## src/rtl/dtmr_pkg.sv

```systemverilog
package dtmr_pkg;

    localparam int CNT_W    = 32;
    localparam int NARROW_W = 16;
    localparam int ADDR_W   = 3;
    localparam int PRE_W    = 8;

    localparam logic [ADDR_W-1:0] OFS_LOAD   = 3'd0;
    localparam logic [ADDR_W-1:0] OFS_VALUE  = 3'd1;
    localparam logic [ADDR_W-1:0] OFS_CTRL   = 3'd2;
    localparam logic [ADDR_W-1:0] OFS_ICLR   = 3'd3;
    localparam logic [ADDR_W-1:0] OFS_RAW    = 3'd4;
    localparam logic [ADDR_W-1:0] OFS_MASKED = 3'd5;
    localparam logic [ADDR_W-1:0] OFS_BGLOAD = 3'd6;

    typedef struct packed {
        logic       run;
        logic       periodic;
        logic       irq_en;
        logic       spare;
        logic [1:0] presc;
        logic       wide;
        logic       single;
    } dtmr_ctrl_t;

    localparam dtmr_ctrl_t CTRL_RESET = '{run: 1'b0, periodic: 1'b0, irq_en: 1'b1,
                                          spare: 1'b0, presc: 2'b00, wide: 1'b0,
                                          single: 1'b0};

    function automatic logic [PRE_W-1:0] presc_last(input logic [1:0] sel);
        case (sel)
            2'b01:   return PRE_W'(15);
            2'b10:   return PRE_W'(255);
            default: return '0;
        endcase
    endfunction

    function automatic logic [CNT_W-1:0] width_mask(input dtmr_ctrl_t c);
        return c.wide ? {CNT_W{1'b1}} : CNT_W'({NARROW_W{1'b1}});
    endfunction

    function automatic logic [CNT_W-1:0] reload_pick(input dtmr_ctrl_t c,
                                                     input logic [CNT_W-1:0] load);
        if (!c.periodic && !c.single) return width_mask(c);
        return load & width_mask(c);
    endfunction

endpackage

```

## src/rtl/dtmr_prescale.sv

```systemverilog
module dtmr_prescale import dtmr_pkg::*; (
    input  logic       clk,
    input  logic       rst,
    input  logic       run,
    input  logic       restart,
    input  logic       tick_en,
    input  logic [1:0] sel,
    output logic       ptick
);
    logic [PRE_W-1:0] pre_q;
    logic [PRE_W-1:0] last;

    always_comb begin
        last  = presc_last(sel);
        ptick = run && tick_en && !restart && (pre_q == last);
    end

    always_ff @(posedge clk) begin
        if (rst || !run || restart) begin
            pre_q <= '0;
        end else if (tick_en) begin
            pre_q <= (pre_q == last) ? '0 : pre_q + 1'b1;
        end
    end
endmodule

```

## src/rtl/dtmr_count.sv

```systemverilog
module dtmr_count import dtmr_pkg::*; (
    input  logic             clk,
    input  logic             rst,
    input  dtmr_ctrl_t       ctrl,
    input  logic             ctrl_we,
    input  dtmr_ctrl_t       ctrl_new,
    input  logic             load_we,
    input  logic [CNT_W-1:0] load_new,
    input  logic [CNT_W-1:0] load_q,
    input  logic             ptick,
    output logic [CNT_W-1:0] cnt_vis,
    output logic             expire
);
    logic [CNT_W-1:0] cnt_q;
    logic [CNT_W-1:0] mask;

    always_comb begin
        mask    = width_mask(ctrl);
        cnt_vis = cnt_q & mask;
        expire  = ptick && (cnt_vis == CNT_W'(1));
    end

    always_ff @(posedge clk) begin
        if (rst) begin
            cnt_q <= '0;
        end else if (ctrl_we) begin
            if (ctrl_new.run) cnt_q <= reload_pick(ctrl_new, load_q);
        end else if (load_we) begin
            cnt_q <= reload_pick(ctrl, load_new);
        end else if (ptick) begin
            if (cnt_vis == '0) begin
                if (!ctrl.single) cnt_q <= reload_pick(ctrl, load_q);
            end else begin
                cnt_q <= (cnt_vis - 1'b1) & mask;
            end
        end
    end
endmodule

```

## src/rtl/dtmr_regs.sv

```systemverilog
module dtmr_regs import dtmr_pkg::*; (
    input  logic              clk,
    input  logic              rst,
    input  logic [ADDR_W-1:0] reg_addr,
    input  logic              reg_we,
    input  logic [CNT_W-1:0]  reg_wdata,
    input  logic              expire,
    input  logic [CNT_W-1:0]  cnt_vis,
    output dtmr_ctrl_t        ctrl_q,
    output logic [CNT_W-1:0]  load_q,
    output logic              raw_q,
    output logic              ctrl_we,
    output logic              load_imm_we,
    output logic [CNT_W-1:0]  reg_rdata,
    output logic              irq
);
    logic bg_we;
    logic clr_we;

    always_comb begin
        ctrl_we     = reg_we && (reg_addr == OFS_CTRL);
        load_imm_we = reg_we && (reg_addr == OFS_LOAD);
        bg_we       = reg_we && (reg_addr == OFS_BGLOAD);
        clr_we      = reg_we && (reg_addr == OFS_ICLR);
        irq         = raw_q && ctrl_q.irq_en;
    end

    always_ff @(posedge clk) begin
        if (rst) begin
            ctrl_q <= CTRL_RESET;
            load_q <= '0;
            raw_q  <= 1'b0;
        end else begin
            if (ctrl_we) ctrl_q <= dtmr_ctrl_t'(reg_wdata[7:0]);
            if (load_imm_we || bg_we) load_q <= reg_wdata;
            if (expire)      raw_q <= 1'b1;
            else if (clr_we) raw_q <= 1'b0;
        end
    end

    always_comb begin
        case (reg_addr)
            OFS_LOAD, OFS_BGLOAD: reg_rdata = load_q;
            OFS_VALUE:            reg_rdata = cnt_vis;
            OFS_CTRL:             reg_rdata = CNT_W'(ctrl_q);
            OFS_RAW:              reg_rdata = CNT_W'(raw_q);
            OFS_MASKED:           reg_rdata = CNT_W'(irq);
            default:              reg_rdata = '0;
        endcase
    end
endmodule

```

## src/rtl/down_timer.sv

```systemverilog
module down_timer import dtmr_pkg::*; (
    input  logic              clk,
    input  logic              rst,
    input  logic              tick_en,
    input  logic [ADDR_W-1:0] reg_addr,
    input  logic              reg_we,
    input  logic [CNT_W-1:0]  reg_wdata,
    output logic [CNT_W-1:0]  reg_rdata,
    output logic              irq
);
    dtmr_ctrl_t       ctrl_q;
    logic [CNT_W-1:0] load_q;
    logic [CNT_W-1:0] cnt_vis;
    logic             raw_q;
    logic             ctrl_we;
    logic             load_imm_we;
    logic             ptick;
    logic             expire;

    dtmr_regs u_regs (
        .clk(clk), .rst(rst), .reg_addr(reg_addr), .reg_we(reg_we),
        .reg_wdata(reg_wdata), .expire(expire), .cnt_vis(cnt_vis),
        .ctrl_q(ctrl_q), .load_q(load_q), .raw_q(raw_q), .ctrl_we(ctrl_we),
        .load_imm_we(load_imm_we), .reg_rdata(reg_rdata), .irq(irq)
    );

    dtmr_prescale u_pre (
        .clk(clk), .rst(rst), .run(ctrl_q.run),
        .restart(ctrl_we || load_imm_we), .tick_en(tick_en),
        .sel(ctrl_q.presc), .ptick(ptick)
    );

    dtmr_count u_cnt (
        .clk(clk), .rst(rst), .ctrl(ctrl_q), .ctrl_we(ctrl_we),
        .ctrl_new(dtmr_ctrl_t'(reg_wdata[7:0])), .load_we(load_imm_we),
        .load_new(reg_wdata), .load_q(load_q), .ptick(ptick),
        .cnt_vis(cnt_vis), .expire(expire)
    );
endmodule

```

## config.mk

```make
export PLATFORM = sky130hd
export DESIGN_NAME = down_timer
export DESIGN_NICKNAME = d
export VERILOG_FILES = /design/src/rtl/dtmr_pkg.sv /design/src/rtl/dtmr_prescale.sv /design/src/rtl/dtmr_count.sv /design/src/rtl/dtmr_regs.sv /design/src/rtl/down_timer.sv
export SDC_FILE = /design/constraint.sdc
export NUM_CORES = 1
export LEC_CHECK = 0
export BUFFER_PORTS_ARGS = -buffer_cell sky130_fd_sc_hd__buf_2
export CAP_MARGIN = 20
export CORE_MARGIN = 2
export CORE_UTILIZATION = 45
export CTS_BUF_LIST = sky130_fd_sc_hd__clkbuf_16
export CTS_CLUSTER_DIAMETER = 80
export DETAILED_ROUTE_END_ITERATION = 8
export GPL_ROUTABILITY_DRIVEN = 1
export PLACE_DENSITY = 0.65
export SYNTH_ARGS = -nofsm -noshare
export SYNTH_HDL_FRONTEND = slang
export SYNTH_SLANG_ARGS = --single-unit
```

## constraint.sdc

```tcl
create_clock -name clk -period 3.5 [get_ports clk]
set_input_delay 0.7 -clock clk [delete_from_list [all_inputs] [get_ports clk]]
set_output_delay 0.7 -clock clk [all_outputs]
set_load 0.01 [all_outputs]
```

# Yosys cells after proc, flatten, opt, wreduce, memory -nomap -nowiden
# Index checks and enable logic that the tools add are counted.
# totals
wordCells,89
ff_bits,81
out_inout_bits,33
input_bits,39
# op_classes
bitwise_logic,5
n_reduce_logical,27
n_eq_ne,12
mux,32
n_addsub,2
# op_table
operator,n
two-way mux 32 bit,13
AND 32 bit,5
case mux 32 bit (5 select lines),1
"== test 32 x 1 -> 1 bit, second input constant",1
logical NOT 32 bit,1
"subtractor 32 x 1 -> 32 bit, second input constant",1
two-way mux 1 bit,16
case mux 8 bit (2 select lines),1
logical AND 1 bit,11
"== test 3 bit, second input constant",3
"adder 8 x 1 -> 8 bit, second input constant",1
== test 8 bit,1
two-way mux 8 bit,1
"== test 3 x 2 -> 1 bit, second input constant",2
logical NOT 1 bit,6
logical OR 1 bit,4
"!= test 4 bit, second input constant",1
"== test 3 x 1 -> 1 bit, second input constant",1
logical NOT 3 bit,1
AND reduction 3 bit,1
nonzero test 3 bit,1
"== test 2 x 1 -> 1 bit, second input constant",1
"== test 2 bit, second input constant",1
"!= test 2 bit, second input constant",1
2 further kinds,2

# Depth between registers and ports, before layout
# logic_depth
depth_word,16
ltp_mapped,11
depth_no_buf,9

# Hierarchy
# From an unflattened synthesis, not the netlist that was laid out.
# unflattened
hier_cells,760
hier_area_um2,6090.8
# by_module_without_submodules
module,area_each_um2,seq_area_each_um2,cells_per_inst,instances
dtmr_count,3382.0,640.6,475,1
dtmr_regs,2289.7,820.8,237,1
dtmr_prescale,412.9,160.2,47,1
down_timer,6.3,0.0,1,1

# Least setup slack after synthesis
# OpenSTA, ideal clock, no wires.
# synth_path
path_kind,input to output
from,in reg_addr[1]
to,out reg_rdata[12]
path_slack_ps,569
n_path_buf,3
t_required_ps,2800
t_arrival_ps,2231
stages,6
cell_sequence,clkbuf_1 xnor2_1 nor2b_1 clkbuf_1 clkbuf_1 a22o_1
# synth_via
elab_chain_cells,3
elab_cells_between_ends,8
classes_between,5 x eq/ne; 1 x mux; 2 x reduce/logical
# synth_rtl
item,line_no,text
"start, declared",down_timer.sv:5,"input logic [ADDR_W-1:0] reg_addr,"
== test 3 bit / logical NOT 3 bit (equally long branches),dtmr_regs.sv:42,case (reg_addr)
OR reduction 2 bit,dtmr_regs.sv:42,
case mux 32 bit (5 select lines) (*),dtmr_regs.sv:42,
"end, declared",down_timer.sv:8,"output logic [CNT_W-1:0] reg_rdata,"
# Mark *: on every way between the ends. The rest lies on a longest branch, timed or not.

# Worst setup path after layout
# layout_path
from,in reg_addr[2]
to,out reg_rdata[14]
# Same word-level chain as after synthesis.

==> flow_metrics.tcl <==
set metrics [dict create \
    status "finished, final reports clean" \
    num_vias 5748 \
    fillers 1075 \
    die_h_um 111 \
    grt_pass1_wl_um 29300 \
    irDropWorstVdd_uv 407 \
    pwr-share-seq_pct 35.9 \
    highest_layer "met4" \
    path_buf_inv 3 \
    finalSetupViolCount 0 \
    fin_skew_ns 0.00855 \
    internal_power_w 0.00193 \
    max_stage_delay_ns 0.59 \
    ys_async_sr_fraction_pct 0 \
    fin_util_pct 54.3 \
    net-switching-power_w 0.000921 \
    clock.fmax_mhz 326 \
    via_per_inst 6.34 \
    worstHoldStart "u_regs.ctrl_q[4]" \
    drc 0 \
    ios 72 \
    path_max_fanout 26 \
    setup_tns_ns 0 \
    grt_util_all_layers_pct 29.5 \
    wl_met2_um 8370 \
    yosysWarnings 0 \
    drt_iter0_markers 480 \
    power.leakage_nw 2.21 \
    crit_family "XOR/XNOR gates" \
    clockRootBuffer "clkbuf_16" \
    worstSkewPairLatency_ns 0.36 \
    htreeDepth 3 \
    synthTopCellsByArea "dfxtp_1 32%, nand2_1 9.6%, a21oi_1 7.3%, o21ai_0 7.0%, a22o_1 3.9%" \
    die-area_um2 12200 \
    wl_um 18100 \
    ys_seq_elements 81 \
    drt-met1-wl_um 7830 \
    overflow 0 \
    hold_viol 0 \
    cts_buffers 9 \
    insertedDiodeCount 0 \
    nNetsFinal 805 \
    r2r_start "u_cnt.cnt_q[21]" \
    synthFlopType "dfxtp_1" \
    place.gp.congestion 0.960 \
    port_buffers 71 \
    synthCells 710 \
    area_growth_pct 16.7 \
    antenna_found_initial 0 \
    postCtsResizedCells 0 \
    grt_pass1_vias 5517 \
    cts_tree "yes" \
    start_util_pct 46.5 \
    relSlewSlack_pct 43.6 \
    grt_max_degree 35 \
    synth_top_area_cell "dfxtp_1" \
    switching_share_pct 32.3 \
    syn_nets 753 \
    startpoint_type "primary input" \
    cpMostUsedCell "buf_2" \
    hpwl_um 12600 \
    clkPwrFrac_pct 38.4 \
    wl_per_cell_um 20.0 \
    combPwrFrac_pct 25.6 \
    dr.pass1.iters 5 \
    clk_pin_slew_ns 0.06 \
    critical_path_class "primary input to output pin" \
    p_per_area_nw_per_um2 478 \
    arrival_ns 2.36 \
    cap_violations 0 \
    die_w_um 111 \
    cts_setup_buffers 0 \
    seq_area_frac_synth_pct 31.7 \
    min_period_ns 3.06 \
    worst_slew_pin_slew_ns 0.842 \
    met3_length_um 1490 \
    end_kind "output pin" \
    synth_top_area_share_pct 31.7 \
    synth_area_per_cell_um2 7.20 \
    regToRegSetupSlack_ns 0.44 \
    synth_edf_count 0 \
    cts_buffer_depth 2 \
    rsz0062_at_grt "no" \
    critPathRequiredTime_ns 2.80 \
    crit_path_start "reg_addr[2]" \
    fin_crit_sh_pct 87.5 \
    num_rows 38 \
    drive_gt1_share_pct 16.2 \
    core_area_um2 11000 \
    path_cells "buf_2 -> xnor2_1 -> nor2b_2 -> buf_4 -> a22o_1 -> buf_2" \
    ant_nets 0 \
    slowest_stage "xnor2_1" \
    drv_slew 0 \
    ys_types 64 \
    clock-sinks 81 \
    cts_hold_buffers 0 \
    syn_area_um2 5110 \
    hold_class "register to register" \
]
stage by stage:
stage | area [µm²] | hold WS (ns) | total power [W] | instances | worst slack [ns]
finish | 5960 | 0.460 | 0.00285 | 907 | 0.436
global route | 5960 | 0.486 | 0.00298 | 907 | 0.309
CTS | 5960 | 0.466 | 0.00285 | 907 | 0.469
detailed placement | 5630 | 0.457 | 0.00175 | 891 | 0.466
global placement | 5630 | 0.450 | 0.00174 | 891 | 0.565
floorplan | 5110 | 0.437 | 0.00151 | 710 | 0.569
area by class of cell:
type                       instances  area [µm²]  area share [%]
clock buffer                       9         225            3.78
clock inverter                     7         110            1.85
inverter                           5        18.8           0.315
multi-input combinational        568        3250            54.5
sequential                        81        1620            27.2
tap                              140         175            2.94
timing repair buffer              97         563            9.44
Yosys cell counts, types with 3 or more instances:
cell and number:
nor2b_1 5, nand2b_1 4, a2111oi_0 3, o31ai_1 7, or4_1 6, nand4_1 8
and2_1 6, ha_1 4, a31oi_1 8, nor4b_1 3, inv_1 5, a31o_2 3
a31o_1 3, o311ai_0 4, o21ai_0 71, o22ai_1 12, clkbuf_1 52, nor4_1 7
xor2_1 13, nand3_1 18, a21oi_1 75, and3_1 5, a22o_1 23, a211oi_1 4
dfxtp_1 81, o21ai_1 4, a22oi_1 8, a41oi_1 4, nand2_1 131, nor2_1 47
xnor2_1 13, nor3_1 13, or3_1 6, o211ai_1 14
logic make-up (layout without fill, tap and decap cells):
group           count (synthesis)  in the layout  share of synthesized area (%)
simple gates                  269            269                           24.1
xor+xnor                       26             26                           4.46
fa+ha+maj                       4              4                          0.979
mux                             4              4                          0.833
flops                          81             81                           31.7
buf+inv                        61            118                           4.82
compound gates                265            265                           33.1
state kept, by name, indices dropped and copies added (netlist names):
name           cells
u_cnt.cnt_q       32
u_regs.load_q     32
u_pre.pre_q        8
u_regs.ctrl_q      8
u_regs.raw_q       1
metal layers:
layer / global-route usage (%) / vias to the layer above
li1: - / 2710
met1: 38.7 / 2724
met2: 47.2 / 270
met3: 6.97 / 44
met4: 10.5 / 0
met5: 0 / -
worst reg2reg max path, delay by kind of cell (launching register included):
| family | cells | cell delay, ns |
|---|---|---|
| AO/OA/AOI/OAI | 4 | 1.03 |
| flip-flops | 1 | 0.37 |
| AND/OR/NAND/NOR | 3 | 1.56 |
power groups by stage:
stage	Sequential, W	Combinational, W	Clock (W)
floorplan	0.00102	0.000494	0
global placement	0.00104	0.000695	0
detailed placement	0.00104	0.000711	0
CTS	0.00102	0.000714	0.00111
global route	0.00103	0.000795	0.00115
finish	0.00102	0.000731	0.00110
layout by cell type (no fill, tap or decap), drive strengths merged, types with 8 or more instances in the layout:
cell,n
o211ai,14
nand4,8
nand2,131
buf,97
o21ai,76
a31oi,8
xor2,13
xnor2,13
nor2,48
a21oi,75
clkbuf,9
a22oi,8
nor3,13
a22o,23
dfxtp,81
o22ai,12
o31ai,8
nand3,18
final timing paths:
path | to | cells after the start
setup / recovery | reg_rdata[14] | 6
hold reg to reg | u_regs.ctrl_q[4] | 2
hold / removal | u_regs.ctrl_q[4] | 2
setup reg to reg | u_cnt.cnt_q[1] | 7
Note: power is estimated with default switching activity, not from simulation.
